--- config.mk ---
export PLATFORM = sky130hd
export DESIGN_NAME = pio_write_seq
export DESIGN_NICKNAME = d
export VERILOG_FILES = /design/src/rtl/pio_wr_pkg.sv /design/src/rtl/pio_mode_timing.sv /design/src/rtl/pio_phase_fsm.sv /design/src/rtl/pio_bus_hold.sv /design/src/rtl/pio_write_seq.sv
export SDC_FILE = /design/constraint.sdc
export NUM_CORES = 1
export LEC_CHECK = 0
export ABC_CLOCK_PERIOD_IN_PS = 3200
export CAP_MARGIN = 5
export CORE_ASPECT_RATIO = 0.8
export CORE_MARGIN = 5
export CORE_UTILIZATION = 50
export DETAILED_ROUTE_END_ITERATION = 7
export PLACE_DENSITY = 0.8
export SLEW_MARGIN = 40
export SYNTH_ARGS = -nofsm -noshare
export SYNTH_HDL_FRONTEND = slang
export SYNTH_HIERARCHICAL = 1
export SYNTH_SLANG_ARGS = --single-unit
--- constraint.sdc ---
create_clock -name clk -period 3.2 [get_ports clk]
set_input_delay 0.64 -clock clk [delete_from_list [all_inputs] [get_ports clk]]
set_output_delay 0.64 -clock clk [all_outputs]
set_load 0.05 [all_outputs]
--- src/rtl/pio_wr_pkg.sv ---
package pio_wr_pkg;

    localparam int CNT_W     = 8;
    localparam int NUM_MODES = 5;

    typedef logic [CNT_W-1:0] cnt_t;

    typedef enum logic [2:0] {
        PH_IDLE,
        PH_SETUP,
        PH_DRIVE,
        PH_STROBE,
        PH_RECOVER
    } phase_e;

    typedef struct packed {
        cnt_t setup;
        cnt_t drive;
        cnt_t strobe;
        cnt_t recover;
    } timing_t;

    function automatic int ns_to_cycles(int ns, int clk_ns);
        int c;
        c = (ns + clk_ns - 1) / clk_ns;
        return (c < 1) ? 1 : c;
    endfunction

    function automatic int cfg_setup_ns(int m);
        case (m)
            1: return 20;
            2: return 15;
            3: return 10;
            4: return 5;
            default: return 30;
        endcase
    endfunction

    function automatic int drive_ns(int m);
        case (m)
            1: return 50;
            2: return 30;
            3: return 30;
            4: return 25;
            default: return 70;
        endcase
    endfunction

    function automatic int strobe_ns(int m);
        case (m)
            3: return 80;
            4: return 70;
            default: return 290;
        endcase
    endfunction

    function automatic int recover_ns(int m);
        case (m)
            1: return 50;
            2: return 20;
            3: return 70;
            4: return 25;
            default: return 240;
        endcase
    endfunction

    function automatic int min_cycle_ns(int m);
        case (m)
            1: return 383;
            2: return 330;
            3: return 180;
            4: return 120;
            default: return 600;
        endcase
    endfunction

    function automatic timing_t mode_timing(int m, int clk_ns);
        timing_t t;
        int s, p1, p2, p3, mn, pad;
        s   = ns_to_cycles(cfg_setup_ns(m), clk_ns);
        p1  = ns_to_cycles(drive_ns(m), clk_ns);
        p2  = ns_to_cycles(strobe_ns(m), clk_ns);
        p3  = ns_to_cycles(recover_ns(m), clk_ns);
        mn  = ns_to_cycles(min_cycle_ns(m), clk_ns);
        pad = (mn > p1 + p2 + p3) ? (mn - p1 - p2 - p3) : 0;
        t.setup   = cnt_t'(s);
        t.drive   = cnt_t'(p1);
        t.strobe  = cnt_t'(p2);
        t.recover = cnt_t'(p3 + pad);
        return t;
    endfunction

endpackage

--- src/rtl/pio_mode_timing.sv ---
module pio_mode_timing
    import pio_wr_pkg::*;
#(
    parameter int MODE_W = 3,
    parameter int CLK_NS = 10
) (
    input  logic [MODE_W-1:0] mode,
    output timing_t           timing
);
    localparam int LUT_DEPTH = 2 ** MODE_W;

    timing_t lut [LUT_DEPTH];

    for (genvar m = 0; m < LUT_DEPTH; m++) begin : g_mode
        localparam int EFF = (m < NUM_MODES) ? m : 0;
        assign lut[m] = mode_timing(EFF, CLK_NS);
    end

    assign timing = lut[mode];

endmodule

--- src/rtl/pio_phase_fsm.sv ---
module pio_phase_fsm
    import pio_wr_pkg::*;
(
    input  logic    clk,
    input  logic    rst,
    input  logic    req,
    input  timing_t timing_in,
    output phase_e  phase,
    output logic    accept,
    output logic    done
);
    typedef struct packed {
        phase_e  ph;
        cnt_t    cnt;
        timing_t tim;
        logic    done;
    } fsm_t;

    fsm_t st_d, st_q;
    logic expired;

    assign expired = (st_q.cnt == '0);

    always_comb begin
        st_d      = st_q;
        st_d.done = 1'b0;
        accept    = 1'b0;
        case (st_q.ph)
            PH_IDLE: begin
                if (req) begin
                    accept   = 1'b1;
                    st_d.ph  = PH_SETUP;
                    st_d.tim = timing_in;
                    st_d.cnt = timing_in.setup - cnt_t'(1);
                end
            end
            PH_SETUP: begin
                if (expired) begin
                    st_d.ph  = PH_DRIVE;
                    st_d.cnt = st_q.tim.drive - cnt_t'(1);
                end else begin
                    st_d.cnt = st_q.cnt - cnt_t'(1);
                end
            end
            PH_DRIVE: begin
                if (expired) begin
                    st_d.ph  = PH_STROBE;
                    st_d.cnt = st_q.tim.strobe - cnt_t'(1);
                end else begin
                    st_d.cnt = st_q.cnt - cnt_t'(1);
                end
            end
            PH_STROBE: begin
                if (expired) begin
                    st_d.ph  = PH_RECOVER;
                    st_d.cnt = st_q.tim.recover - cnt_t'(1);
                end else begin
                    st_d.cnt = st_q.cnt - cnt_t'(1);
                end
            end
            PH_RECOVER: begin
                if (expired) begin
                    st_d.ph   = PH_IDLE;
                    st_d.done = 1'b1;
                end else begin
                    st_d.cnt = st_q.cnt - cnt_t'(1);
                end
            end
            default: st_d.ph = PH_IDLE;
        endcase
    end

    always_ff @(posedge clk) begin
        if (rst) begin
            st_q.ph   <= PH_IDLE;
            st_q.cnt  <= '0;
            st_q.tim  <= '0;
            st_q.done <= 1'b0;
        end else begin
            st_q <= st_d;
        end
    end

    assign phase = st_q.ph;
    assign done  = st_q.done;

endmodule

--- src/rtl/pio_bus_hold.sv ---
module pio_bus_hold #(
    parameter int ADDR_W = 4,
    parameter int DATA_W = 16
) (
    input  logic              clk,
    input  logic              rst,
    input  logic              capture,
    input  logic [ADDR_W-1:0] addr_in,
    input  logic [DATA_W-1:0] data_in,
    output logic [ADDR_W-1:0] addr_out,
    output logic [DATA_W-1:0] data_out
);
    typedef struct packed {
        logic [ADDR_W-1:0] addr;
        logic [DATA_W-1:0] data;
    } hold_t;

    hold_t hold_d, hold_q;

    always_comb begin
        hold_d = hold_q;
        if (capture) begin
            hold_d.addr = addr_in;
            hold_d.data = data_in;
        end
    end

    always_ff @(posedge clk) begin
        if (rst) begin
            hold_q <= '0;
        end else begin
            hold_q <= hold_d;
        end
    end

    assign addr_out = hold_q.addr;
    assign data_out = hold_q.data;

endmodule

--- src/rtl/pio_write_seq.sv ---
module pio_write_seq
    import pio_wr_pkg::*;
#(
    parameter int ADDR_W = 4,
    parameter int DATA_W = 16,
    parameter int MODE_W = 3,
    parameter int CLK_NS = 10
) (
    input  logic              clk,
    input  logic              rst,
    input  logic              req,
    input  logic [MODE_W-1:0] req_mode,
    input  logic [ADDR_W-1:0] req_addr,
    input  logic [DATA_W-1:0] req_data,
    output logic              ready,
    output logic              done,
    output logic [ADDR_W-1:0] wr_addr,
    output logic [DATA_W-1:0] wr_data,
    output logic              bus_oe,
    output logic              wr_strobe
);
    timing_t sel_timing;
    phase_e  phase;
    logic    accept;

    pio_mode_timing #(
        .MODE_W (MODE_W),
        .CLK_NS (CLK_NS)
    ) u_timing (
        .mode   (req_mode),
        .timing (sel_timing)
    );

    pio_phase_fsm u_fsm (
        .clk       (clk),
        .rst       (rst),
        .req       (req),
        .timing_in (sel_timing),
        .phase     (phase),
        .accept    (accept),
        .done      (done)
    );

    pio_bus_hold #(
        .ADDR_W (ADDR_W),
        .DATA_W (DATA_W)
    ) u_hold (
        .clk      (clk),
        .rst      (rst),
        .capture  (accept),
        .addr_in  (req_addr),
        .data_in  (req_data),
        .addr_out (wr_addr),
        .data_out (wr_data)
    );

    assign ready     = (phase == PH_IDLE);
    assign bus_oe    = (phase == PH_DRIVE) || (phase == PH_STROBE);
    assign wr_strobe = (phase == PH_STROBE);

endmodule

==> Word-level counts from Yosys, hierarchy flattened <==
Memory sizes are Yosys's and may differ from the RTL's.
Cells that the tools add are included.
Widths: inputs -> output; s select.
{ "op_classes": {"div": 0, "order_cmp": 1, "n_mul": 0, "n_bitwise": 2, "n_eq_ne": 10, "shifts": 0, "n_reduce_logical": 8, "n_addsub": 5, "muxes": 16} }
{ "op_table": {"columns": ["operator", "n"], "rows": [
  ["$mux 32", 2],
  ["$mux 43", 1],
  ["$pmux 8 s5", 1],
  ["$sub 8x1->8 const B", 5],
  ["$mux 8", 4],
  ["$pmux 3 s5", 1],
  ["$mux 3", 4],
  ["$logic_not 8->1", 1],
  ["$ne 2x1->1 const B", 4],
  ["$eq 3x2->1 const B", 2],
  ["$reduce_and 5->1", 1],
  ["$reduce_bool 5->1", 1],
  ["$ge 4x4->1 const B", 1],
  ["$ne 2x2->1 const B", 2],
  ["$not 3->4", 1],
  ["$eq 3x1->1 const B", 1],
  ["$eq 3x3->1 const B", 1],
  ["$logic_not 3->1", 1],
  ["$mux 1", 3],
  ["$reduce_and 3->1", 1],
  ["$reduce_and 2->1", 1],
  ["$reduce_or 2->1", 1],
  ["$logic_or 1x1->1", 1],
  ["$not 1->1", 1]
]} }
{ "totals": {"wordCells": 52, "latch_bits": 0, "rom_bits": 256, "inputBits": 26, "n_memories": 1, "output_inout_bits": 24, "reg_bits": 64, "ramBits": 0} }
{ "mem_list": {"columns": ["name", "depth", "word_bits", "rd", "rd_ports_with_merged_regs", "write_ports", "line_no", "rtl"], "rows": [
  ["(no name shown)", 8, 32, 1, 0, 0, "pio_mode_timing.sv:19", "assign timing = lut[mode];"]
]} }

==> Depth between registers and ports, before layout <==
{ "depth": {"ltp_word": 7, "mapped_depth": 12, "ltp_nobuf": 11} }

==> By module <==
Netlist, hierarchy kept.
{ "modules_own_cells": {"columns": ["module", "cells_per_inst", "area_per_inst_um2", "instances", "seq_area_each_um2"], "rows": [
  ["pio_phase_fsm", 314, 2290.9, 1, 720.7],
  ["pio_bus_hold", 64, 705.7, 1, 400.4],
  ["pio_mode_timing", 42, 306.5, 1, 0.0],
  ["pio_write_seq", 3, 23.8, 1, 0.0]
]} }

==> Least setup slack after synthesis <==
Ideal clock, no wire load.
{ "synth_path": {"path_type": "input -> register", "from": "input port req_mode[0]", "to": "register u_fsm/st_q[37] (netlist bit)", "n_path_buf": 1, "required_ns": 3.062, "cell_stages": 12, "setup_slack_ns": 0.766, "setup_time_ns": 0.138, "arrival_ns": 2.296, "cell_sequence": "inv_1 -> ha_1 -> nand2_1 -> and2_1 -> buf_4 -> inv_1 -> ha_1 -> nand2_1 -> xor2_1 -> o21ai_1 -> a2111oi_0 -> nor4_2"} }
{ "synth_lines": {"columns": ["item", "line_no", "rtl"], "rows": [
  ["from (decl)", "pio_write_seq.sv:12", "input logic [MODE_W-1:0] req_mode,"],
  ["to (signal assigned)", "pio_phase_fsm.sv:80", "st_q <= st_d;"],
  ["to (decl)", "pio_phase_fsm.sv:19", "fsm_t st_d, st_q;"]
]} }

==> Worst setup path after layout <==
{ "layout_path": {"from": "input port req_mode[0]", "to": "register u_fsm/st_q[37] (netlist bit)"} }
{ "layout_between": {"elab_chain_cells": 7} }
{ "layout_lines": {"columns": ["item", "line_no", "rtl"], "rows": [
  ["$not 3->4 (implied by the code)", "pio_mode_timing.sv:19", null],
  ["$mem_v2 8x32", null, null],
  ["$mux 32 (implied by the code) (2 in a row)", "pio_mode_timing.sv:19", null],
  ["$sub 8x1->8", "pio_phase_fsm.sv:34", "st_d.cnt = timing_in.setup - cnt_t'(1);"],
  ["$mux 43", "pio_phase_fsm.sv:30", "if (req) begin"],
  ["$pmux 8 s5", "pio_phase_fsm.sv:28", "case (st_q.ph)"]
]} }
Every way passes these cells. The select of a mux whose other input is x is not followed.
A chain may end at the register's enable or synchronous reset.

==> results.md <==
- Outcome: finished, final reports clean
- TritonCTS clock tree: done
- Violation count after the first detailed-route iteration: 165
- Count of port buffers added during placement: 49
- Die boundary width: 101 um
- Via total after detailed routing: 2,950
- Detail Placement HPWL: 5.90 mm
- Clock insertion delay at the later pin of the skew report: 0.31 ns
- Die boundary height: 83.0 um
- Most frequent cells in the layout: nand2_1, dfxtp_1, clkdlybuf4s50_1, nor2_1, a21oi_1
- Net count of the finished layout: 491
- Total power of the final layout: 2.52 mW
- Number of antenna violations at the first check in global routing: 0
- Clock Skews: 0.00467 ns
- Number of rows created at floorplan: 26
- Power density cells: 657 nW/um2
- Starting density of the core: 51.7%
- Net switching power: 1.09 mW
- Core footprint: 6440 um2
- Synthesized area divided by synthesized cell count: 7.87 um2
- Global placer's final weighted congestion: 0.909
- Sequential share of power: 36.2%
- Synth cell types: 62
- Maximum clock path buffer count: 2
- Initial DRT Pass Iterations: 5
- Fin. Hold Viols: 0
- Fraction of the yosys area taken by sequential cells: 33.7%
- Max rail drop VDD: 0.310 mV
- Clk Tree Root Cell: clkbuf_8
- # fillers: 588
- Crit path kind: in2reg
- Vias in the first global route: 2,788
- Routed wire length per instance: 14.7 um
- Leakage power figure: 1.54 nW
- Switching portion of total power: 43.2%
- Cell area after synthesis: 3330 um2
- Drc violations: 0
- Number of clock sinks: 56
- Ys Warns: 6
- Ys async rst share: 0%
- Hold Buf Count CTS: 0
- Fraction of final layout cells with drive strength greater than 1: 5.91%
- Final cycle utilization of the critical path: 91.8%
- Slew @ Worst Pin: 0.621 ns
- Share of the core filled with cells in the final layout: 59.5%
- Yosys reg bits: 56
- Maximum number of pins on one net before global-route repair: 32
- Clock network fraction of design power: 16.4%
- Sum of overflow across all layers after global routing: 0
- Setup violations, final: 0
- Area of the die: 8400 um2
- Via/cell ratio: 5.45
- Synthesized netlist cell count: 423
- Part of the power in combinational logic: 47.4%
- Post-CTS Repair Setup Buffers: 0
- Class of the tightest hold or removal check: reg2reg
- Post-synth EDFFs: 0
- Post-cts repair resize count: 0
- Unrepaired setup endpoints after global routing: false
- Total routing resource utilization after global routing: 18.9%
- Number of top-level pins: 50
- Tmin final: 2.94 ns
- Remaining antenna violation count after routing: 0
- Global-route wire length before repair: 13.0 mm
- Max-slew headroom: 58.6%
- Internal power of the cells: 1.43 mW
- H-tree depth: 2
- Largest fanout of any net on the critical path: 4
- Area added between synthesis and finish: 15.3%
- Dominant register cell in the synthesized netlist: dfxtp_1
- Total detailed-routing wirelength: 7.97 mm
- Top achievable clock speed: 340 MHz
- Max-slew violation count: 0
- Startpoint of the worst setup timing path: req_mode[0]
- Startpoint of the most critical hold path: u_fsm/st_q[16]
- Clock slew at reported path FFs: 0.11 ns
- Startpoint class of the critical path: input pin
- Most frequent standard cell in the layout excluding fill and tap cells: nand2_1
- Critical path required time: 3.39 ns
- Max_cap viols: 0
- Worst R2R Start: u_fsm/st_q[36]
- Cts bufs inserted: 5
- Kind of capture point of the worst setup path: register
- Total inserted antenna cells: 0
- Signal arrival time at the worst endpoint: 3.12 ns
## logic make-up (layout without fill, tap and decap cells)
kind of cell / after synthesis / count (layout) / share of synthesized area (%)
other: 2 / 18 / 0.226
and+or+nand+nor: 166 / 166 / 23.0
DFF: 56 / 56 / 33.7
buffers and inverters: 62 / 80 / 10.7
adders and majority gates: 9 / 9 / 3.38
AOI/OAI and AO/OA: 81 / 81 / 15.8
xor gates and xnor gates: 25 / 25 / 6.58
muxes: 22 / 22 / 6.62
## cells in the mapped netlist, drive strengths merged, types with 3 or more instances
master | n | share of area [%]
a21oi | 35 | 5.3
inv | 15 | 1.7
nor4 | 6 | 1.3
nor3b | 3 | 0.68
a211oi | 6 | 1.4
nor2 | 45 | 5.1
nand2b | 6 | 1.4
a31oi | 3 | 0.56
clkbuf | 16 | 1.8
o21ai | 7 | 1.1
mux2i | 22 | 6.6
o22ai | 4 | 0.75
nand3 | 4 | 0.60
xnor2 | 8 | 2.1
nand2 | 73 | 8.2
nor3 | 14 | 2.4
ha | 9 | 3.4
dfxtp | 56 | 34
xor2 | 17 | 4.5
or3 | 3 | 0.56
buf | 31 | 7.2
nor2b | 3 | 0.56
## metrics by stage
stage	instance area [um2]	TNS [ns]	hold slack (ns)	worst slack (ns)	cells
global route	3830	0	0.515	0.124	541
global placement	3740	0	0.458	0.159	533
detailed placement	3740	-0.0130	0.467	-0.0130	533
floorplan	3390	0	0.448	0.766	439
CTS	3830	0	0.483	0.320	541
finish	3830	0	0.478	0.263	541
## power by group through the flow
| stage | clock network, mW | registers (mW) | logic [mW] |
|---|---|---|---|
| after floorplan | 0 | 1.00 | 0.838 |
| after global placement | 0 | 0.919 | 1.15 |
| after detailed placement | 0 | 0.925 | 1.18 |
| after CTS | 0.425 | 0.910 | 1.18 |
| after global routing | 0.462 | 0.925 | 1.30 |
| final | 0.414 | 0.912 | 1.20 |
## layout make-up
cell class	instances	area, um2	share of cell area, %
flip-flops and latches	56	1120	29.2
repair buffers	57	546	14.2
clock inverters	3	27.5	0.718
clock buffers	5	68.8	1.79
well taps	84	105	2.74
inverters	15	56.3	1.47
multi-input cells	321	1910	49.8
## per-layer routing
metal / track usage, % / wire, um
met5: 0 / 0
met4: 4.11 / 82
met2: 31.2 / 3930
met1: 24.7 / 3490
met3: 4.69 / 455
## registers in the layout, indices dropped and copies added, names as in the netlist
name	cells
u_fsm/done	1
u_fsm/phase	3
u_fsm/st_q	32
u_hold/addr_out	4
u_hold/data_out	16
## worst max-delay path: stages
cell and delay, ns:
clkdlybuf4s50_1 0.50, inv_1 0.10, ha_1 0.21, nand2_1 0.13, and2_1 0.24, inv_1 0.08
ha_1 0.22, nand2_1 0.08, xor2_1 0.15, o21ai_1 0.09, a2111oi_0 0.57, nor4_2 0.11
## worst paths after layout
| kind | end | slack (ns) | cells after the start |
|---|---|---|---|
| max | u_fsm/st_q[37] | 0.26 | 12 |
| min | u_fsm/st_q[16] | 0.48 | 2 |
| max reg2reg | u_fsm/st_q[40] | 0.83 | 6 |
| min reg2reg | u_fsm/st_q[16] | 0.48 | 2 |
Power figures use the tool's default switching activity.
